`config.mk`:
```
export PLATFORM = sky130hd
export DESIGN_NAME = branch_cond_eval
export DESIGN_NICKNAME = d
export VERILOG_FILES = /design/src/rtl/bce_pkg.sv /design/src/rtl/bce_code_decode.sv /design/src/rtl/bce_field_pick.sv /design/src/rtl/bce_bit_test.sv /design/src/rtl/branch_cond_eval.sv
export SDC_FILE = /design/constraint.sdc
export NUM_CORES = 1
export LEC_CHECK = 0
export ABC_AREA = 1
export BUFFER_PORTS_ARGS = -buffer_cell sky130_fd_sc_hd__buf_4
export CAP_MARGIN = 40
export CELL_PAD_IN_SITES_DETAIL_PLACEMENT = 1
export CELL_PAD_IN_SITES_GLOBAL_PLACEMENT = 2
export CORE_ASPECT_RATIO = 1.5
export CORE_MARGIN = 4
export CORE_UTILIZATION = 15
export DETAILED_ROUTE_END_ITERATION = 8
export PLACE_DENSITY_LB_ADDON = 0.2
export SYNTH_ARGS = -nofsm -noshare
export SYNTH_HDL_FRONTEND = slang
export SYNTH_SLANG_ARGS = --single-unit
```
`constraint.sdc`:
```
create_clock -name vclk -period 2.43
set_input_delay 0.729 -clock vclk [all_inputs]
set_output_delay 0.729 -clock vclk [all_outputs]
set_load 0.1 [all_outputs]
```
`src/rtl/bce_pkg.sv`:
```
package bce_pkg;
  localparam int FLAG_W = 4;
  localparam int POS_W  = $clog2(FLAG_W);

  // bit 0 = required flag value, bits 2:1 = flag position, bit 3 = special
  typedef enum logic [3:0] {
    CC_GE     = 4'h0,
    CC_LT     = 4'h1,
    CC_LE     = 4'h2,
    CC_GT     = 4'h3,
    CC_NE     = 4'h4,
    CC_EQ     = 4'h5,
    CC_NS     = 4'h6,
    CC_SO     = 4'h7,
    CC_ALWAYS = 4'h8
  } cond_e;

  localparam logic [3:0] CC_NL = 4'h0;  // alias of ge
  localparam logic [3:0] CC_NG = 4'h2;  // alias of le

  // flag position counted from the top bit of a group
  typedef enum logic [POS_W-1:0] {
    FLAG_LT = 2'd0,
    FLAG_GT = 2'd1,
    FLAG_EQ = 2'd2,
    FLAG_SO = 2'd3
  } flag_e;
endpackage

```
`src/rtl/bce_code_decode.sv`:
```
module bce_code_decode
  import bce_pkg::*;
(
  input  logic [3:0] code_i,
  output flag_e      flag_o,
  output logic       want_set_o,
  output logic       force_o,
  output logic       test_en_o
);
  always_comb begin
    flag_o     = flag_e'(code_i[2:1]);
    want_set_o = code_i[0];
    force_o    = (code_i == CC_ALWAYS);
    test_en_o  = ~code_i[3];
  end
endmodule

```
`src/rtl/bce_field_pick.sv`:
```
module bce_field_pick #(
  parameter  int REG_W   = 32,
  parameter  int FIELD_W = 4,
  localparam int NUM_F   = REG_W / FIELD_W,
  localparam int SEL_W   = $clog2(NUM_F)
) (
  input  logic [REG_W-1:0]   reg_i,
  input  logic [SEL_W-1:0]   sel_i,
  output logic [FIELD_W-1:0] field_o
);
  logic [FIELD_W-1:0] groups [NUM_F];

  for (genvar g = 0; g < NUM_F; g++) begin : g_split
    assign groups[g] = reg_i[REG_W-1-g*FIELD_W -: FIELD_W];
  end

  assign field_o = groups[sel_i];
endmodule

```
`src/rtl/bce_bit_test.sv`:
```
module bce_bit_test #(
  parameter  int FIELD_W = 4,
  localparam int PW      = $clog2(FIELD_W)
) (
  input  logic [FIELD_W-1:0] field_i,
  input  logic [PW-1:0]      pos_i,
  input  logic               want_set_i,
  output logic               hit_o
);
  logic [PW-1:0] idx;

  always_comb begin
    idx   = PW'(FIELD_W - 1) - pos_i;
    hit_o = (field_i[idx] == want_set_i);
  end
endmodule

```
`src/rtl/branch_cond_eval.sv`:
```
module branch_cond_eval
  import bce_pkg::*;
#(
  parameter  int REG_W = 32,
  localparam int NUM_F = REG_W / FLAG_W,
  localparam int SEL_W = $clog2(NUM_F),
  localparam int IDX_W = $clog2(REG_W)
) (
  input  logic [REG_W-1:0] cr_value,
  input  logic [SEL_W-1:0] field_sel,
  input  logic [3:0]       cond_code,
  output logic             take_branch
);
  logic [FLAG_W-1:0] field;
  flag_e             flag;
  logic              want_set, force_take, test_en, hit;

  bce_field_pick #(.REG_W(REG_W), .FIELD_W(FLAG_W)) pick_i (
    .reg_i   (cr_value),
    .sel_i   (field_sel),
    .field_o (field)
  );

  bce_code_decode dec_i (
    .code_i     (cond_code),
    .flag_o     (flag),
    .want_set_o (want_set),
    .force_o    (force_take),
    .test_en_o  (test_en)
  );

  bce_bit_test #(.FIELD_W(FLAG_W)) test_i (
    .field_i    (field),
    .pos_i      (flag),
    .want_set_i (want_set),
    .hit_o      (hit)
  );

  assign take_branch = force_take | (test_en & hit);

  // Checks against a flat register index, independent of the group mux
  logic [IDX_W-1:0] lt_at;
  always_comb begin
    lt_at = IDX_W'(REG_W - 1) - IDX_W'(field_sel) * IDX_W'(FLAG_W);

    if (cond_code == CC_LT || cond_code == CC_GE) begin
      lt_flag_chk: assert (take_branch == (cr_value[lt_at] == cond_code[0]))
        else $error("lt/ge decision mismatch");
    end

    if (cond_code == CC_GT || cond_code == CC_LE) begin
      gt_flag_chk: assert (take_branch == (cr_value[lt_at - 1'b1] == cond_code[0]))
        else $error("gt/le decision mismatch");
    end

    if (cond_code == CC_EQ || cond_code == CC_NE) begin
      eq_flag_chk: assert (take_branch == (cr_value[lt_at - 2'd2] == cond_code[0]))
        else $error("eq/ne decision mismatch");
    end

    if (cond_code == CC_SO || cond_code == CC_NS) begin
      so_flag_chk: assert (take_branch == (cr_value[lt_at - 2'd3] == cond_code[0]))
        else $error("so/ns decision mismatch");
    end

    if (cond_code == CC_ALWAYS) begin
      always_taken_chk: assert (take_branch) else $error("always code not taken");
    end

    if (cond_code[3] && cond_code[2:0] != 3'b000) begin
      reserved_never_chk: assert (!take_branch) else $error("reserved code taken");
    end
  end
endmodule

```
## Yosys cells after proc, flatten, opt, wreduce, memory -nomap -nowiden

Index checks and enable logic that the tools add are counted.

- Register bits: 0
- Word-level logic and storage cells: 14

- Muxes and demuxes: 5
- Magnitude comparators: 2
- Bitwise operators: 4
- Add/subtract/negate cells: 1
- Eq/ne operators: 2

Operators by type and width:

| kind | count |
|---|---|
| $bmux W4 S3 | 1 |
| $mux W4 | 2 |
| $eq A4 B4 Y1 const B | 1 |
| $ge A4 B4 Y1 const B | 1 |
| $not A3 Y4 | 1 |
| $lt A2 B3 Y1 const B | 1 |
| $bmux W1 S2 | 1 |
| $sub A2 B2 Y2 const A | 1 |
| $and A1 B1 Y1 | 1 |
| $eq A1 B1 Y1 | 1 |
| $mux W1 | 1 |
| $not A1 Y1 | 1 |
| $or A1 B1 Y1 | 1 |

## Longest topological paths before layout

- Depth in word-level cells: 9
- Depth in mapped cells: 13
- Mapped depth without buffers: 11

## By module

Synthesis repeated with hierarchy kept, for this count alone.

- Cell total of the unflattened synthesis: 133
- Area, all modules: 561.8 um2

Modules (own cells, without submodules):

| module | area each (um2) | cells an instance | seq. area each (um2) | times used |
|---|---|---|---|---|
| bce_field_pick | 444.2 | 107 | 0.0 | 1 |
| bce_bit_test | 57.6 | 13 | 0.0 | 1 |
| bce_code_decode | 48.8 | 10 | 0.0 | 1 |
| branch_cond_eval | 11.3 | 3 | 0.0 | 1 |

## Worst setup path after synthesis

OpenSTA, ideal clock, no wires.

- Path kind: input -> output
- Start point: input field_sel[0]
- End point: output take_branch
- Path buffers: 2
- Setup slack: -0.403 ns
- Stages: 13
- Arrival: 2.104 ns
- Data required time: 1.701 ns
- Cell sequence: buf_6 -> inv_8 -> buf_12 -> nand2_1 -> nand3_1 -> nand3_1 -> nand2_1 -> nand2_1 -> nand3b_1 -> nand3_1 -> nand2_1 -> nand2_1 -> inv_1

- Word-level cells in the longest chain between the ends: 9

RTL lines:

| what | RTL line | RTL |
|---|---|---|
| start, declared | branch_cond_eval.sv:10 | `input logic [SEL_W-1:0] field_sel,` |
| $not A3 Y4 (implied by the code) | bce_field_pick.sv:17 | `assign field_o = groups[sel_i];` |
| $bmux W4 S3 | bce_field_pick.sv:17 |  |
| $mux W4 (implied by the code) (2 in a row) | bce_field_pick.sv:17 |  |
| $bmux W1 S2 | bce_bit_test.sv:14 | `hit_o = (field_i[idx] == want_set_i);` |
| $mux W1 (implied by the code) | bce_bit_test.sv:14 |  |
| $eq A1 B1 Y1 | bce_bit_test.sv:14 |  |
| $and A1 B1 Y1 | branch_cond_eval.sv:39 | `assign take_branch = force_take \| (test_en & hit);` |
| $or A1 B1 Y1 | branch_cond_eval.sv:39 |  |
| end, declared | branch_cond_eval.sv:12 | `output logic take_branch` |

Every way passes these cells. The select of a mux whose other input is x is not followed.

## Final worst setup path

Same ends and word-level chain as after synthesis.

==> flow_summary.yaml <==
detailed_routing:
  drt_first_iter_violations: 1
  antenna_left: 0
  viasPerCell: 4.40
  drc_errors: 0
  dr.pass1.iters: 2
  wl_per_cell_um: 12.7
  finalWirelength_mm: 2.05
  vias: 713
timing:
  setup_violations: 1
  hold_viol_final: 0
  rsz0062_at_grt: "yes"
  worstMarginPinSlew_ns: 0.177
  holdWs_ns: 1.99
  min_period_ns: 2.57
  fin_ws_ns: -0.138
  slew_viol_final: 0
  fin_tns_setup_ns: -0.138
  relSlewSlack_pct: 88.1
  fmaxAchievable_mhz: 389
  timing.final.crit_share_pct: 106
global_route:
  grtUsageMet1_pct: 12.6
  grt-ovfl-total: 0
  grt_pass1_wl_mm: 3.33
  grt.met3_usage_pct: 1.64
  grt_pass1_vias: 783
  busiest_layer: "met2"
  antenna_found_initial: 0
  use_met2_pct: 23.0
  grt_max_degree: 9
  grt_usage_pct: 11.2
clock_tree:
  holdBufCountCts: 0
  post_cts_buffers: 0
logic_synthesis:
  synth_warnings: 0
  postSynthAreaPerCell_um2: 4.96
  ys_seq_area_share_pct: 0
  yosys.cell_types.count: 13
  syn-num-nets: 122
  syn_area_um2: 412
  syn_inst: 83
power:
  p_seq_share_pct: 0
  peakVddDrop_mv: 0.0969
  power_density_nw_per_um2: 190
  pwr-share-comb_pct: 100.0
  power.switching_mw: 0.0971
  power_mw: 0.200
  swShare_pct: 48.5
  clkPwrFrac_pct: 0
  p_int_mw: 0.103
  p_leak_nw: 0.540
critical_path:
  critPathLaunchType: "input pin"
  path_max_fanout: 8
  crit_path_end_kind: "output pin"
  arrival_ns: 1.84
  criticalPathCategory: "in -> out"
  cp.required_ns: 1.70
cells_and_area:
  n_clock_buffer: 0
  final_area_um2: 1060
  fin_util_pct: 39.9
  final_cell_mix: "buf_4, nand3_2, nand2_2, nand2_1, nand2_4"
  layout.cells.non_filler: 162
  seq_area_um2: 0
  seq_cell_count: 0
  area_growth_pct: 157
  final_common_cell: "buf_4"
  fillers: 331
  antenna_cells: 0
  nets: 166
  drive_above_1_share_pct: 75.2
die:
  ioPinCount: 40
  start_util_pct: 15.5
  core-area_um2: 2650
  die_w_um: 50.8
  die_h_um: 72.2
  die_area_um2: 3660
  rows: 23
placement:
  place_inst: 159
  dp_hpwl_mm: 1.52
  gp_congestion: 0.702
  dp_slack_ns: -0.357
  numPortBuffers: 40
  place_area_um2: 739
min_path:
  hold_depth: 6
  hold_path_end: "take_branch"
  min_from: "cond_code[0]"
  holdCritPathClass: "in -> out"
outcome:
  outcome: "complete, but fails checks"
  violations: "setup timing"
flow_run:
  max_cap_viol_count: 0
## routing by layer
layer,up-vias,routed length (um)
met2,26,1120
li1,358,-
met4,0,0
met5,-,0
met1,329,777
met3,0,148
## cell type report
cell class	count	area (um2)	area share, %
repair buffers	45	425	40.3
inverters	7	57.6	5.45
repair inverters	1	16.3	1.54
well taps	37	46.3	4.38
multi-input cells	72	510	48.3
## worst max-delay path by stage
stage	from	end	slack, ns	cells after the start
3_5_place_dp	field_sel[0]	take_branch	-0.36	13
3_3_place_gp	field_sel[0]	take_branch	-0.33	13
5_1_grt	field_sel[0]	take_branch	-0.22	12
4_1_cts	field_sel[0]	take_branch	-0.14	13
6_report	field_sel[0]	take_branch	-0.14	12
2_1_floorplan	field_sel[0]	take_branch	-0.24	12
## synth_stat cells (all sizes together)
master  number  share of area, %
nand2       43                43
inv          7               8.2
nand4        1               1.5
nand3b       1               1.8
nand3       26                33
buf          4                12
o21ai        1               1.2
## power groups by stage
stage	combinational, mW	clock [mW]	sequential [mW]
2_1_floorplan	0.0779	0	0
3_3_place_gp	0.139	0	0
3_5_place_dp	0.140	0	0
4_1_cts	0.199	0	0
5_1_grt	0.216	0	0
6_report	0.200	0	0
## cell families (layout without fill, tap and decap cells)
logic type,Yosys count,in the layout,synth area share [%]
compound gates,1,1,1.21
buf+inv,11,53,19.8
simple gates,71,71,79.0
## worst max-delay path, stage by stage
cell and delay [ns]:
buf_16 0.13, inv_16 0.08, nand2_2 0.05, nand3_2 0.07, nand3_2 0.06, nand2_1 0.06
nand2_1 0.05, nand3b_1 0.11, nand4_1 0.12, nand2_2 0.11, clkinvlp_4 0.09, buf_12 0.17
## what timing repair did
action | in CTS | in global routing
gates resized for setup | 61 | 5
hold endpoints to repair | 0 | 0
pin swaps | 27 | 17
endpoints found under the setup margin | 1 | 1
cloned | 3 | 0
No activity file was read; power rests on OpenSTA's default activity.
